==> src/rtl/rsb_pkg.sv <==
package rsb_pkg;

  localparam int unsigned DATA_W = 8;
  localparam int unsigned ADDR_W = 16;

  // flag byte bit positions
  localparam int unsigned FLG_C  = 0;
  localparam int unsigned FLG_N  = 1;
  localparam int unsigned FLG_PV = 2;
  localparam int unsigned FLG_F3 = 3;
  localparam int unsigned FLG_H  = 4;
  localparam int unsigned FLG_F5 = 5;
  localparam int unsigned FLG_Z  = 6;
  localparam int unsigned FLG_S  = 7;

  typedef enum logic [4:0] {
    OP_RLCA = 5'd0,
    OP_RRCA = 5'd1,
    OP_RLA  = 5'd2,
    OP_RRA  = 5'd3,
    OP_RLC  = 5'd4,
    OP_RRC  = 5'd5,
    OP_RL   = 5'd6,
    OP_RR   = 5'd7,
    OP_SLA  = 5'd8,
    OP_SRA  = 5'd9,
    OP_SLL  = 5'd10,
    OP_SRL  = 5'd11,
    OP_RLD  = 5'd12,
    OP_RRD  = 5'd13,
    OP_BIT  = 5'd14,
    OP_RES  = 5'd15,
    OP_SET  = 5'd16
  } op_e;

  // full flag byte from a value: S Z F5 F3 PV set, H N cleared, C given
  function automatic logic [7:0] value_flags(input logic [7:0] v, input logic c);
    logic [7:0] f;
    f          = '0;
    f[FLG_S]   = v[7];
    f[FLG_Z]   = (v == 8'h00);
    f[FLG_F5]  = v[5];
    f[FLG_F3]  = v[3];
    f[FLG_PV]  = ~^v;
    f[FLG_C]   = c;
    return f;
  endfunction

endpackage

==> src/rtl/rsb_shifter.sv <==
module rsb_shifter
  import rsb_pkg::*;
#(
  parameter int unsigned DW = DATA_W
) (
  input  op_e           op_i,
  input  logic [DW-1:0] acc_i,
  input  logic [DW-1:0] operand_i,
  input  logic          cin_i,
  output logic [DW-1:0] res_o,
  output logic          cout_o
);

  logic          go_left;
  logic          fill;
  logic          use_acc;
  logic [DW-1:0] src;

  always_comb begin
    go_left = 1'b1;
    fill    = 1'b0;
    use_acc = 1'b0;
    unique case (op_i)
      OP_RLCA: begin use_acc = 1'b1; go_left = 1'b1; fill = acc_i[DW-1]; end
      OP_RRCA: begin use_acc = 1'b1; go_left = 1'b0; fill = acc_i[0];    end
      OP_RLA:  begin use_acc = 1'b1; go_left = 1'b1; fill = cin_i;       end
      OP_RRA:  begin use_acc = 1'b1; go_left = 1'b0; fill = cin_i;       end
      OP_RLC:  begin go_left = 1'b1; fill = operand_i[DW-1]; end
      OP_RRC:  begin go_left = 1'b0; fill = operand_i[0];    end
      OP_RL:   begin go_left = 1'b1; fill = cin_i;           end
      OP_RR:   begin go_left = 1'b0; fill = cin_i;           end
      OP_SLA:  begin go_left = 1'b1; fill = 1'b0;            end
      OP_SRA:  begin go_left = 1'b0; fill = operand_i[DW-1]; end
      OP_SLL:  begin go_left = 1'b1; fill = 1'b1;            end
      OP_SRL:  begin go_left = 1'b0; fill = 1'b0;            end
      default: begin go_left = 1'b1; fill = 1'b0;            end
    endcase
  end

  assign src = use_acc ? acc_i : operand_i;

  always_comb begin
    if (go_left) begin
      res_o  = {src[DW-2:0], fill};
      cout_o = src[DW-1];
    end else begin
      res_o  = {fill, src[DW-1:1]};
      cout_o = src[0];
    end
  end

endmodule

==> src/rtl/rsb_nibble.sv <==
module rsb_nibble
  import rsb_pkg::*;
#(
  parameter int unsigned DW = DATA_W
) (
  input  logic          left_i,
  input  logic [DW-1:0] acc_i,
  input  logic [DW-1:0] mem_i,
  output logic [DW-1:0] acc_o,
  output logic [DW-1:0] mem_o
);

  localparam int unsigned NW = DW / 2;

  logic [NW-1:0] a_hi, a_lo, m_hi, m_lo;

  assign a_hi = acc_i[DW-1:NW];
  assign a_lo = acc_i[NW-1:0];
  assign m_hi = mem_i[DW-1:NW];
  assign m_lo = mem_i[NW-1:0];

  // three nibbles rotate; the accumulator high nibble stays put
  always_comb begin
    if (left_i) begin
      acc_o = {a_hi, m_hi};
      mem_o = {m_lo, a_lo};
    end else begin
      acc_o = {a_hi, m_lo};
      mem_o = {a_lo, m_hi};
    end
  end

endmodule

==> src/rtl/rsb_bitop.sv <==
module rsb_bitop
  import rsb_pkg::*;
#(
  parameter int unsigned DW = DATA_W,
  parameter int unsigned AW = ADDR_W
) (
  input  logic [DW-1:0]         operand_i,
  input  logic [$clog2(DW)-1:0] bit_sel_i,
  input  logic                  mem_src_i,
  input  logic [AW-1:0]         addr_latch_i,
  output logic [DW-1:0]         masked_o,
  output logic                  hit_o,
  output logic [DW-1:0]         set_o,
  output logic [DW-1:0]         clr_o,
  output logic [DW-1:0]         leak_o
);

  localparam int unsigned SW = $clog2(DW);

  logic [DW-1:0] onehot;
  logic          unused_latch_lo;

  for (genvar gi = 0; gi < DW; gi++) begin : g_dec
    assign onehot[gi] = (bit_sel_i == SW'(gi));
  end

  assign masked_o = operand_i & onehot;
  assign hit_o    = |masked_o;
  assign set_o    = operand_i | onehot;
  assign clr_o    = operand_i & ~onehot;

  // memory or indexed source: undocumented bits follow the latch high byte
  assign leak_o = mem_src_i ? addr_latch_i[AW-1:AW-DW] : operand_i;

  assign unused_latch_lo = ^addr_latch_i[AW-DW-1:0];

endmodule

==> src/rtl/rsb_unit.sv <==
module rsb_unit
  import rsb_pkg::*;
#(
  parameter int unsigned DW = DATA_W,
  parameter int unsigned AW = ADDR_W
) (
  input  logic                  clk_i,
  input  logic                  rst_ni,
  input  logic                  op_valid_i,
  input  logic [4:0]            op_i,
  input  logic [DW-1:0]         operand_i,
  input  logic [DW-1:0]         acc_i,
  input  logic [7:0]            flags_i,
  input  logic [$clog2(DW)-1:0] bit_sel_i,
  input  logic                  mem_src_i,
  input  logic [AW-1:0]         addr_latch_i,
  output logic [DW-1:0]         result_o,
  output logic [DW-1:0]         acc_o,
  output logic [7:0]            flags_o,
  output logic                  done_o
);

  op_e           op;
  logic [DW-1:0] sh_res;
  logic          sh_cout;
  logic [DW-1:0] nb_acc, nb_mem;
  logic [DW-1:0] bt_masked, bt_set, bt_clr, bt_leak;
  logic          bt_hit;

  logic [DW-1:0] res_d, acc_d;
  logic [7:0]    flags_d;
  logic [DW-1:0] res_q, acc_q;
  logic [7:0]    flags_q;
  logic          done_q;

  assign op = op_e'(op_i);

  rsb_shifter #(.DW(DW)) u_shift (
    .op_i      (op),
    .acc_i     (acc_i),
    .operand_i (operand_i),
    .cin_i     (flags_i[FLG_C]),
    .res_o     (sh_res),
    .cout_o    (sh_cout)
  );

  rsb_nibble #(.DW(DW)) u_nib (
    .left_i (op == OP_RLD),
    .acc_i  (acc_i),
    .mem_i  (operand_i),
    .acc_o  (nb_acc),
    .mem_o  (nb_mem)
  );

  rsb_bitop #(.DW(DW), .AW(AW)) u_bit (
    .operand_i    (operand_i),
    .bit_sel_i    (bit_sel_i),
    .mem_src_i    (mem_src_i),
    .addr_latch_i (addr_latch_i),
    .masked_o     (bt_masked),
    .hit_o        (bt_hit),
    .set_o        (bt_set),
    .clr_o        (bt_clr),
    .leak_o       (bt_leak)
  );

  always_comb begin
    res_d   = operand_i;
    acc_d   = acc_i;
    flags_d = flags_i;
    case (op)
      OP_RLCA, OP_RRCA, OP_RLA, OP_RRA: begin
        // short forms: S, Z, PV pass through
        res_d           = sh_res;
        acc_d           = sh_res;
        flags_d[FLG_C]  = sh_cout;
        flags_d[FLG_H]  = 1'b0;
        flags_d[FLG_N]  = 1'b0;
        flags_d[FLG_F5] = sh_res[5];
        flags_d[FLG_F3] = sh_res[3];
      end
      OP_RLC, OP_RRC, OP_RL, OP_RR, OP_SLA, OP_SRA, OP_SLL, OP_SRL: begin
        res_d   = sh_res;
        flags_d = value_flags(sh_res, sh_cout);
      end
      OP_RLD, OP_RRD: begin
        res_d   = nb_mem;
        acc_d   = nb_acc;
        flags_d = value_flags(nb_acc, flags_i[FLG_C]);
      end
      OP_BIT: begin
        flags_d[FLG_S]  = bt_masked[DW-1];
        flags_d[FLG_Z]  = ~bt_hit;
        flags_d[FLG_PV] = ~bt_hit;
        flags_d[FLG_H]  = 1'b1;
        flags_d[FLG_N]  = 1'b0;
        flags_d[FLG_F5] = bt_leak[5];
        flags_d[FLG_F3] = bt_leak[3];
      end
      OP_RES:  res_d = bt_clr;
      OP_SET:  res_d = bt_set;
      default: ;
    endcase
  end

  always_ff @(posedge clk_i or negedge rst_ni) begin
    if (!rst_ni) begin
      res_q   <= '0;
      acc_q   <= '0;
      flags_q <= '0;
      done_q  <= 1'b0;
    end else begin
      done_q <= op_valid_i;
      if (op_valid_i) begin
        res_q   <= res_d;
        acc_q   <= acc_d;
        flags_q <= flags_d;
      end
    end
  end

  assign result_o = res_q;
  assign acc_o    = acc_q;
  assign flags_o  = flags_q;
  assign done_o   = done_q;

  AST_DONE_PULSE: assert property (@(posedge clk_i) disable iff (!rst_ni)
    op_valid_i |=> done_o) else $error("strobe without done");

  AST_IDLE_HOLD: assert property (@(posedge clk_i) disable iff (!rst_ni)
    !op_valid_i |=> (!done_o && $stable(result_o) && $stable(acc_o) && $stable(flags_o)))
    else $error("outputs moved without strobe");

  AST_SHORT_ROT_KEEP: assert property (@(posedge clk_i) disable iff (!rst_ni)
    (op_valid_i && op_i <= 5'd3) |=>
      (flags_o[FLG_S] == $past(flags_i[FLG_S]) && flags_o[FLG_Z] == $past(flags_i[FLG_Z])
       && flags_o[FLG_PV] == $past(flags_i[FLG_PV]) && acc_o == result_o))
    else $error("short rotate touched S/Z/PV");

  AST_SHIFT_ZP: assert property (@(posedge clk_i) disable iff (!rst_ni)
    (op_valid_i && op_i >= 5'd4 && op_i <= 5'd11) |=>
      (flags_o[FLG_Z] == (result_o == '0) && flags_o[FLG_PV] == ~^result_o
       && !flags_o[FLG_H] && !flags_o[FLG_N] && acc_o == $past(acc_i)))
    else $error("shift flags inconsistent with result");

  AST_NIBBLE_HIGH: assert property (@(posedge clk_i) disable iff (!rst_ni)
    (op_valid_i && (op_i == 5'd12 || op_i == 5'd13)) |=>
      (acc_o[DW-1:DW/2] == $past(acc_i[DW-1:DW/2]) && flags_o[FLG_C] == $past(flags_i[FLG_C])))
    else $error("nibble rotate disturbed A high nibble or C");

  AST_BIT_FIXED: assert property (@(posedge clk_i) disable iff (!rst_ni)
    (op_valid_i && op_i == 5'd14) |=>
      (flags_o[FLG_H] && !flags_o[FLG_N] && flags_o[FLG_Z] == flags_o[FLG_PV]
       && flags_o[FLG_C] == $past(flags_i[FLG_C]) && result_o == $past(operand_i)))
    else $error("bit test flag rule broken");

  AST_BIT_LEAK_MEM: assert property (@(posedge clk_i) disable iff (!rst_ni)
    (op_valid_i && op_i == 5'd14 && mem_src_i) |=>
      (flags_o[FLG_F5] == $past(addr_latch_i[AW-DW+5]) && flags_o[FLG_F3] == $past(addr_latch_i[AW-DW+3])))
    else $error("latch leak missing");

  AST_SETCLR_ONE_BIT: assert property (@(posedge clk_i) disable iff (!rst_ni)
    (op_valid_i && (op_i == 5'd15 || op_i == 5'd16)) |=>
      ($countones(result_o ^ $past(operand_i)) <= 1 && flags_o == $past(flags_i)))
    else $error("set/clear touched more than one bit or flags");

  AST_UNDEF_NOP: assert property (@(posedge clk_i) disable iff (!rst_ni)
    (op_valid_i && op_i >= 5'd17) |=>
      (result_o == $past(operand_i) && acc_o == $past(acc_i) && flags_o == $past(flags_i)))
    else $error("undefined op had effect");

endmodule

==> config.mk <==
export PLATFORM = sky130hd
export DESIGN_NAME = rsb_unit
export DESIGN_NICKNAME = d
export VERILOG_FILES = /design/src/rtl/rsb_pkg.sv /design/src/rtl/rsb_shifter.sv /design/src/rtl/rsb_nibble.sv /design/src/rtl/rsb_bitop.sv /design/src/rtl/rsb_unit.sv
export SDC_FILE = /design/constraint.sdc
export NUM_CORES = 1
export LEC_CHECK = 0
export BUFFER_PORTS_ARGS = -buffer_cell sky130_fd_sc_hd__buf_2
export CAP_MARGIN = 0
export CORE_ASPECT_RATIO = 0.7
export CORE_MARGIN = 2
export CORE_UTILIZATION = 47
export CTS_CLUSTER_SIZE = 20
export DETAILED_ROUTE_END_ITERATION = 10
export GPL_ROUTABILITY_DRIVEN = 0
export MAX_ROUTING_LAYER = met4
export PLACE_DENSITY = 0.77
export SLEW_MARGIN = 20
export SYNTH_ARGS = -nofsm -noshare
export SYNTH_HDL_FRONTEND = slang
export SYNTH_SLANG_ARGS = --single-unit
==> constraint.sdc <==
create_clock -name clk_i -period 0.9 [get_ports clk_i]
set_input_delay 0.135 -clock clk_i [delete_from_list [all_inputs] [get_ports clk_i]]
set_output_delay 0.135 -clock clk_i [all_outputs]
set_load 0.005 [all_outputs]
==> impl_metrics.json <==
{
  "status": "complete, but fails checks",
  "violations": "DRC, setup timing",
  "boundaryPins": 77,
  "final_cells": 559,
  "slowest_delay_ns": 0.32,
  "max_freq_ghz": 0.455,
  "min_delay_startpoint": "flags_i[1]",
  "synth-seq-area-share_pct": 25.2,
  "critical_path.reg2reg.startpoint": "flags_o[7]",
  "synthArstFlopShare_pct": 100,
  "library_cell_used_as_clock_root_buffer": "sky130_fd_sc_hd__clkbuf_8",
  "power_report.internal_total_mw": 2.87,
  "rsz0062_at_grt": "true",
  "postRouteWirelength_mm": 16.3,
  "global_route.usage.met3_pct": 15.6,
  "worst_setup_path_end_kind": "flip-flop",
  "coreArea_um2": 5170,
  "die_w_um": 90.8,
  "worst_r2r_path_depth": 3,
  "vdd.ir_drop.worst_uv": 892,
  "postLayoutCoreUtil_pct": 89.7,
  "cp_data_arrival_time_ns": 2.41,
  "min_delay_path_depth": 3,
  "routed-via-count": 4172,
  "clock_insertion_delay_worst_skew_ns": 0.29,
  "drt_iter0_markers": 730,
  "dpl_cell_area_um2": 3510,
  "sw_frac_of_total_pct": 40.6,
  "initial_antenna_violation_count": 1,
  "globalRouteTotalUtil_pct": 45.8,
  "cp_top_family": "compound AO/OA/AOI/OAI gates",
  "clock_tree.htree_level_count": 1,
  "areaGrowthSynthToFinish_pct": 87.2,
  "number_of_storage_elements_in_the_synthesis_netlist": 25,
  "cts_max_path_buffers": 2,
  "grt-ovfl-total": 0,
  "final_min_period_over_clock_period_pct": 244,
  "placement.io_buffers": 62,
  "rr_endpoint": "flags_o[7]",
  "cell_variety_after_synth": 59,
  "min_to": "flags_o[1]",
  "worst_clock_skew_ns": 0,
  "classification_of_the_worst_slack_hold_path": "primary input to flip-flop",
  "syn-mean-instance-area_um2": 8.13,
  "r2r_slack_ns": -0.15,
  "die_y_um": 64.8,
  "dieArea_um2": 5880,
  "placement.setup.worst_slack_ns": -1.28,
  "power.clock.fraction_pct": 16.0,
  "place_inst": 509,
  "initial_utilization_pct": 47.9,
  "layout.cell_area.non_filler_um2": 4640,
  "worstSetupPathType": "primary input to flip-flop",
  "setup_slack_ns": -1.30,
  "synth.net_count": 365,
  "synth_top_flop_cell": "sky130_fd_sc_hd__dfrtp_1",
  "timing.critical_path.fanout_max": 6,
  "cp-startpoint": "op_i[2]",
  "sequential_power_share_pct": 27.8,
  "worst_path_cell_trace": "buf_8 -> buf_4 -> nand2_2 -> buf_6 -> a31oi_1 -> o21ai_1 -> nand2_1 -> ha_4 -> xor2_2 -> xnor2_1 -> a22oi_1 -> a21oi_1",
  "totalPowerFinal_mw": 4.83,
  "grt_max_degree": 26,
  "routed_wire_length_per_instance_um": 29.2,
  "worst_setup_hold_path_clk_slew_ns": 0.10,
  "crit_path_start_kind": "primary input",
  "pwr_density_cell_nw_per_um2": 1040,
  "layout.nets": 547,
  "finalSetupViolCount": 49,
  "combinationalPowerShare_pct": 56.2,
  "crit_path_max_delay_cell_type": "sky130_fd_sc_hd__a31oi_1",
  "gr-usage-met2_pct": 67.8,
  "clock_tree_from_tritoncts": "built",
  "globalRouteMet1Util_pct": 54.9,
  "route.detailed.drc": 9,
  "global_routing_s_busiest_layer": "met2",
  "rows": 22,
  "timing.critical_path.required_ns": 1.11,
  "number_of_enable_type_register_cells_in_the_synthesized_netlist": 0,
  "dp_hpwl_mm": 7.57,
  "cts-buffers-inserted": 3,
  "worst_case_headroom_to_the_max_slew_limit_pct": 67.4,
  "netlist_area_um2": 2480,
  "route.detailed.vias_per_inst": 7.46,
  "finalHoldViolCount": 0,
  "period_needed_ns": 2.20,
  "switching_power_mw": 1.96,
  "worst_pin_slew_ns": 0.484,
  "drive_gt1_share_pct": 59.9,
  "grt_first_pass_wirelength_mm": 20.0,
  "timing.critical_path.buf_inv": 3,
  "drv.max_cap_violation_count": 0,
  "grt_pass1_vias": 3683,
  "synth.yosys.warnings": 0,
  "ant_nets": 0,
  "numClockSinks": 25,
  "timing.final.max_slew_violations": 0,
  "netlist_instances": 305,
  "drt_pass1_iterations": 11,
  "static-leakage-power_nw": 2.15
}
worst register-to-register path, stage by stage (launching register included):
cell and delay (ns):
sky130_fd_sc_hd__dfrtp_1 0.42, sky130_fd_sc_hd__o22ai_2 0.12, sky130_fd_sc_hd__or3_1 0.33, sky130_fd_sc_hd__o22ai_1 0.11
power groups by stage:
stage,Clock (mW),Sequential (mW),Combinational [mW]
floorplan,0,1.36,0.828
global route,0.798,1.35,2.74
global placement,0,1.34,1.59
detailed placement,0,1.35,1.64
CTS,0.715,1.32,2.05
finish,0.770,1.34,2.71
layout by cell type, fill, tap and decap left out, drive strengths merged, types with 4 or more instances in the layout:
| cell type | instances |
|---|---|
| o211ai | 6 |
| o22ai | 11 |
| mux2i | 17 |
| nor3 | 10 |
| a21oi | 30 |
| xor2 | 4 |
| dfrtp | 25 |
| nand4 | 4 |
| a31oi | 7 |
| nor2 | 26 |
| o21ai | 17 |
| buf | 198 |
| ha | 8 |
| inv | 14 |
| nand3 | 4 |
| nand2 | 22 |
| nor2b | 7 |
| or3 | 4 |
| mux4 | 5 |
area by class of cell:
class | count | area [um^2]
Multi-Input combinational cell | 243 | 2220
Tap cell | 72 | 90.1
Inverter | 14 | 52.6
Clock inverter | 1 | 7.51
Fill cell | 222 | 532
Clock buffer | 3 | 41.3
Timing Repair Buffer | 200 | 1600
Sequential cell | 25 | 626
Antenna cell | 1 | 2.50
synthesized netlist by cell type (3+ instances only):
cell	n	share of area [%]
sky130_fd_sc_hd__clkbuf_1	10	1.5
sky130_fd_sc_hd__buf_2	8	1.6
sky130_fd_sc_hd__xor2_1	4	1.4
sky130_fd_sc_hd__o21ai_0	15	3.0
sky130_fd_sc_hd__or3_1	3	0.76
sky130_fd_sc_hd__nand3_1	4	0.81
sky130_fd_sc_hd__ha_1	8	4.0
sky130_fd_sc_hd__nand2b_1	3	0.76
sky130_fd_sc_hd__nand2_1	22	3.3
sky130_fd_sc_hd__or2_2	3	0.76
sky130_fd_sc_hd__o22ai_1	11	2.8
sky130_fd_sc_hd__and3b_1	3	1.1
sky130_fd_sc_hd__o21a_1	3	0.91
sky130_fd_sc_hd__inv_1	14	2.1
sky130_fd_sc_hd__nor2_1	26	3.9
sky130_fd_sc_hd__mux4_2	5	4.5
sky130_fd_sc_hd__a31oi_1	7	1.8
sky130_fd_sc_hd__a21oi_1	29	5.9
sky130_fd_sc_hd__o2bb2ai_1	3	1.1
sky130_fd_sc_hd__o221a_2	3	1.4
sky130_fd_sc_hd__o22a_1	3	1.1
sky130_fd_sc_hd__nor3_1	9	1.8
sky130_fd_sc_hd__mux2i_1	17	6.9
sky130_fd_sc_hd__a221oi_1	3	1.1
sky130_fd_sc_hd__dfrtp_1	25	25
sky130_fd_sc_hd__xnor2_1	3	1.1
sky130_fd_sc_hd__nand4_1	4	1.0
sky130_fd_sc_hd__o211ai_1	6	1.8
sky130_fd_sc_hd__nor2b_1	7	1.8
repair_timing:
item | 4_1_cts | 5_1_grt
endpoints found under the hold margin | 25 | 0
setup buffers | 28 | 21
gates cloned | 1 | 0
resized for setup | 101 | 61
endpoints found under the setup margin | 48 | 49
hold buffers | 1 | 0
pin swaps | 39 | 41
metrics by stage:
stage / hold WS (ns) / TNS (ns)
2_1_floorplan: -0.161 / -10.64
3_3_place_gp: 0.0813 / -17.41
3_5_place_dp: 0.0899 / -18.28
4_1_cts: 0.0809 / -11.31
5_1_grt: 0.109 / -15.94
6_report: 0.125 / -15.49
kinds of logic after synthesis:
group	count (synthesis)	share of synthesized area, %
compound gates	106	28.4
xor+xnor	7	2.47
fa+ha+maj	8	4.04
buf+inv	37	6.76
flops	25	25.2
mux	24	12.3
simple gates	98	20.8
sequential cells by signal (all words and copies together), names as in the netlist:
name      cells
result_o      8
flags_o       8
acc_o         8
done_o        1
layer usage:
layer  vias to the layer above  part of all wire (%)
met5                         -                     0
met4                         0                    10
met3                       223                    17
met2                       536                    39
met1                      1895                    34
li1                       1518                     -
worst max path at each step:
stage / endpoint / slack, ns / cells after the start
2_1_floorplan: flags_o[2] / -1.19 / 10
3_3_place_gp: flags_o[2] / -1.22 / 9
3_5_place_dp: flags_o[2] / -1.28 / 9
4_1_cts: flags_o[2] / -0.86 / 9
5_1_grt: flags_o[2] / -1.23 / 12
6_report: flags_o[2] / -1.30 / 12
(Power assumes the default switching activity.)
